**src/rtl/sigcmp_pkg.sv**
```systemverilog
package sigcmp_pkg;
    typedef enum logic {
        ST_EMPTY = 1'b0,
        ST_ARMED = 1'b1
    } cmp_state_e;
endpackage

```
**src/rtl/sigcmp_ctrl.sv**
```systemverilog
module sigcmp_ctrl
    import sigcmp_pkg::*;
(
    input  logic clk,
    input  logic rst_n,
    input  logic strobe,
    input  logic sig_valid,
    input  logic differ,
    output logic accept,
    output logic pulse_now,
    output logic mismatch_pulse
);
    cmp_state_e state_q, state_d;
    logic       strobe_q;

    // strobe edge detector
    always_ff @(posedge clk or negedge rst_n) begin
        if (!rst_n) strobe_q <= 1'b0;
        else        strobe_q <= strobe;
    end

    assign accept = strobe && !strobe_q && sig_valid;

    // state register
    always_ff @(posedge clk or negedge rst_n) begin
        if (!rst_n) state_q <= ST_EMPTY;
        else        state_q <= state_d;
    end

    // next state: T_FIRST and T_COMPARE
    always_comb begin
        state_d = state_q;
        unique case (state_q)
            ST_EMPTY: if (accept) state_d = ST_ARMED;
            ST_ARMED: state_d = ST_ARMED;
            default:  state_d = ST_EMPTY;
        endcase
    end

    // outputs
    always_comb begin
        pulse_now = 1'b0;
        unique case (state_q)
            ST_EMPTY: pulse_now = 1'b0;
            ST_ARMED: pulse_now = accept && differ;
            default:  pulse_now = 1'b0;
        endcase
    end

    always_ff @(posedge clk or negedge rst_n) begin
        if (!rst_n) mismatch_pulse <= 1'b0;
        else        mismatch_pulse <= pulse_now;
    end
endmodule

```
**src/rtl/sigcmp_store.sv**
```systemverilog
module sigcmp_store #(
    parameter int SIG_W = 16
) (
    input  logic             clk,
    input  logic             rst_n,
    input  logic             load,
    input  logic [SIG_W-1:0] sig_in,
    output logic [SIG_W-1:0] held,
    output logic             differ
);
    always_ff @(posedge clk or negedge rst_n) begin
        if (!rst_n)    held <= '0;
        else if (load) held <= sig_in;
    end

    assign differ = |(held ^ sig_in);
endmodule

```
**src/rtl/sigcmp_stretch.sv**
```systemverilog
module sigcmp_stretch #(
    parameter int LAMP_HOLD = 20
) (
    input  logic clk,
    input  logic rst_n,
    input  logic trigger,
    output logic lamp
);
    localparam int CW = $clog2(LAMP_HOLD + 1);
    localparam logic [CW-1:0] LOADV = CW'(LAMP_HOLD);

    logic [CW-1:0] cnt_q;

    always_ff @(posedge clk or negedge rst_n) begin
        if (!rst_n)              cnt_q <= '0;
        else if (trigger)        cnt_q <= LOADV;
        else if (cnt_q != '0)    cnt_q <= cnt_q - 1'b1;
    end

    assign lamp = (cnt_q != '0);
endmodule

```
**src/rtl/sig_stability_cmp.sv**
```systemverilog
module sig_stability_cmp #(
    parameter int SIG_W     = 16,
    parameter int LAMP_HOLD = 20
) (
    input  logic             clk,
    input  logic             rst_n,
    input  logic [SIG_W-1:0] sig_in,
    input  logic             sig_valid,
    input  logic             strobe,
    output logic             mismatch_pulse,
    output logic             lamp
);
    logic             accept;
    logic             pulse_now;
    logic             differ;
    logic [SIG_W-1:0] held_sig;

    sigcmp_ctrl u_ctrl (
        .clk            (clk),
        .rst_n          (rst_n),
        .strobe         (strobe),
        .sig_valid      (sig_valid),
        .differ         (differ),
        .accept         (accept),
        .pulse_now      (pulse_now),
        .mismatch_pulse (mismatch_pulse)
    );

    sigcmp_store #(.SIG_W(SIG_W)) u_store (
        .clk    (clk),
        .rst_n  (rst_n),
        .load   (accept),
        .sig_in (sig_in),
        .held   (held_sig),
        .differ (differ)
    );

    sigcmp_stretch #(.LAMP_HOLD(LAMP_HOLD)) u_stretch (
        .clk     (clk),
        .rst_n   (rst_n),
        .trigger (pulse_now),
        .lamp    (lamp)
    );
endmodule

```
**config.mk**
```make
export PLATFORM = sky130hd
export DESIGN_NAME = sig_stability_cmp
export DESIGN_NICKNAME = d
export VERILOG_FILES = /design/src/rtl/sigcmp_pkg.sv /design/src/rtl/sigcmp_ctrl.sv /design/src/rtl/sigcmp_store.sv /design/src/rtl/sigcmp_stretch.sv /design/src/rtl/sig_stability_cmp.sv
export SDC_FILE = /design/constraint.sdc
export NUM_CORES = 1
export LEC_CHECK = 0
export ABC_AREA = 1
export BUFFER_PORTS_ARGS = -buffer_cell sky130_fd_sc_hd__clkbuf_2
export CAP_MARGIN = 20
export CORE_MARGIN = 4
export CORE_UTILIZATION = 45
export DETAILED_ROUTE_END_ITERATION = 16
export GPL_TIMING_DRIVEN = 0
export PLACE_DENSITY = 0.66
export SLEW_MARGIN = 20
export SYNTH_ARGS = -nofsm -noshare
export SYNTH_HDL_FRONTEND = slang
export SYNTH_SLANG_ARGS = --single-unit
```
**constraint.sdc**
```tcl
create_clock -name clk -period 2.75 [get_ports clk]
set_input_delay 0.825 -clock clk [delete_from_list [all_inputs] [get_ports clk]]
set_output_delay 0.825 -clock clk [all_outputs]
set_load 0.01 [all_outputs]
```
==> flow_metrics.tcl <==
set metrics [dict create \
    syn_avg_cell_area_um2 7.040 \
    hold_violations 0 \
    wl_per_cell_um 10.63 \
    tns_ns 0 \
    hp-class "input port to asynchronous set/reset pin" \
    grt_max_degree 25 \
    max_slew_margin 0.5951 \
    diodes 0 \
    fmax_mhz 454.5 \
    nets 229 \
    hold_slack_ns 0.4918 \
    grt_use_total 0.1517 \
    synthTopCellsByArea "dfrtp_1 (47%), nand2_1 (23%), inv_1 (11%)" \
    cts_sinks 24 \
    die_w_um 61.36 \
    cp_data_arrival_time_ns 1.38 \
    synth_cell_types 17 \
    post_cts_buffers 0 \
    fin_skew_ns 0.005115 \
    drive_above_1_share 0.1456 \
    ant_nets 0 \
    io_buffers 21 \
    seq_area_frac_synth 0.4688 \
    synth_seq_cells 24 \
    status "finished, final reports clean" \
    place_congestion 0.7302 \
    place_inst 234 \
    synth_top_area_frac 0.4688 \
    root_buffer "clkbuf_4" \
    grt_pass1_wl_um 4250 \
    tightest_slew_ns 0.6073 \
    cts_made_buffers 3 \
    viasPerCell 4.679 \
    yosys.area.top_type "dfrtp_1" \
    drtIter0Drc 57 \
    synth_nets 203 \
    cts_resized 0 \
    routed_wl_um 2520 \
    maxCapViolCount 0 \
    clk_path_buf_depth 2 \
    cts_max_level 1 \
    drv_slew 0 \
    highest_layer "met4" \
    grt_overflow 0 \
    grt_pass1_vias 1041 \
    cp_max_fo 3 \
    min_period_over_period 0.8001 \
    cts_tree "done" \
    start_util 0.4686 \
    vias 1109 \
    crit_path_end_kind "primary output" \
    start_kind "flip-flop" \
    antenna_found_initial 0 \
    drc 0 \
    area_growth_pct 12.99 \
    cts.clk_slew.worst_paths_ns 0.13 \
    stdcell_count 237 \
    row_count 19 \
    die_h_um 61.36 \
    p_per_area_mw_per_mm2 631.8 \
    finalSetupViolCount 0 \
    wl_met3_um 129 \
    dp_hpwl_um 1889 \
    rsz0062_at_grt "no" \
    rrSetupSlack_ns 1.42 \
    p_leak_nw 0.8660 \
    route.met2.wl_um 1229 \
    worstPathRequired_ns 1.93 \
    path_class "flip-flop to primary output" \
    synth_cells 182 \
    io-pin-count 22 \
    synthesis.area_mm2 0.001281 \
    met1Wirelength_um 1130 \
    coreArea_mm2 0.002734 \
    period_needed_ns 2.200 \
    clk_latency_ns 0.31 \
    ys_warn_count 0 \
    dieArea_mm2 0.003765 \
    dr.pass1.iters 4 \
    cts_hold_buffers 0 \
    ir_drop_mv 0.4179 \
]
==> cell families (layout without fill, tap and decap cells) <==
logic type | after synthesis | count (layout) | share of synthesized area
and+or+nand+nor | 94 | 94 | 0.3037
DFF | 24 | 24 | 0.4688
buffers and inverters | 40 | 64 | 0.1182
adders and majority gates | 1 | 1 | 0.009764
AOI/OAI and AO/OA | 20 | 20 | 0.07812
xor gates and xnor gates | 2 | 2 | 0.01367
muxes | 1 | 1 | 0.007813
==> flip-flops by register name, summed over array words and instances (netlist names) <==
| signal | flops |
|---|---|
| u_store.held | 16 |
| u_stretch.cnt_q | 5 |
| u_ctrl.mismatch_pulse | 1 |
| u_ctrl.state_q | 1 |
| u_ctrl.strobe_q | 1 |
==> power breakdown <==
group | internal [mW] | leakage (nW) | total, mW | switching (mW)
Clock | 0.0512 | 0.0138 | 0.154 | 0.102
Sequential | 0.429 | 0.292 | 0.488 | 0.0590
Combinational | 0.118 | 0.560 | 0.273 | 0.155
Total | 0.598 | 0.866 | 0.915 | 0.317
==> layout by cell type (no fill, tap or decap) <==
master    count
xor2_1        2
buf_2         1
clkbuf_4      3
nor2_1       10
dfrtp_1      24
inv_1        37
ha_1          1
mux2i_1       1
nand3b_1      1
nor2_2        3
a21oi_1       3
nor3_1        1
nand2_1      77
clkbuf_2     21
clkbuf_1      2
o21ai_1       2
nor2_4        1
o21ai_0      15
nand3b_4      1
==> cell usage after synthesis <==
master    count
a21oi_1       3
buf_2         1
clkbuf_1      2
dfrtp_1      24
ha_1          1
inv_1        37
mux2i_1       1
nand2_1      77
nand3b_1      1
nand3b_4      1
nor2_1       10
nor2_2        3
nor2_4        1
nor3_1        1
o21ai_0      15
o21ai_1       2
xor2_1        2
==> worst max-delay path, stage by stage (launching register included) <==
cell,delay [ns]
dfrtp_1,0.40
inv_1,0.10
ha_1,0.22
nand3b_1,0.18
clkbuf_2,0.17
==> worst paths after layout <==
check / start / endpoint / cells after the start
worst max register to register: u_stretch.cnt_q[0] / u_stretch.cnt_q[2] / 7
min in group clk: u_ctrl.state_q / u_ctrl.state_q / 2
worst min register to register: u_ctrl.state_q / u_ctrl.state_q / 2
worst min-delay path: rst_n / u_store.held[1] / 1
worst max-delay path: u_stretch.cnt_q[0] / lamp / 4
max in group asynchronous: rst_n / u_store.held[13] / 1
==> per-stage QoR <==
stage          area, um^2  setup slack, ns    util  power, mW
3_5_place_dp         1425           0.9331  0.5213     0.7671
6_report             1448           0.5498  0.5295     0.9146
4_1_cts              1448           0.5371  0.5295     0.9239
2_1_floorplan        1281            1.126       -     0.6854
5_1_grt              1448           0.4849  0.5295     0.9921
3_3_place_gp         1425           0.9909  0.5213     0.7395
==> per-layer routing <==
metal / vias to the layer above / global-route usage
met1: 502 / 0.1929
met3: 4 / 0.02516
met2: 20 / 0.2598
li1: 583 / -
met5: - / 0
met4: 0 / 0.05455
==> final cells by class <==
cell class              count  area, um^2
fillers                   277        1286
flip-flops and latches     24       600.6
multi-input cells         118       529.3
inverters                  37       138.9
repair buffers             21       105.1
well taps                  31       38.79
clock buffers               3       22.52
plain buffers               3       12.51
No activity file was read; power rests on OpenSTA's default activity.
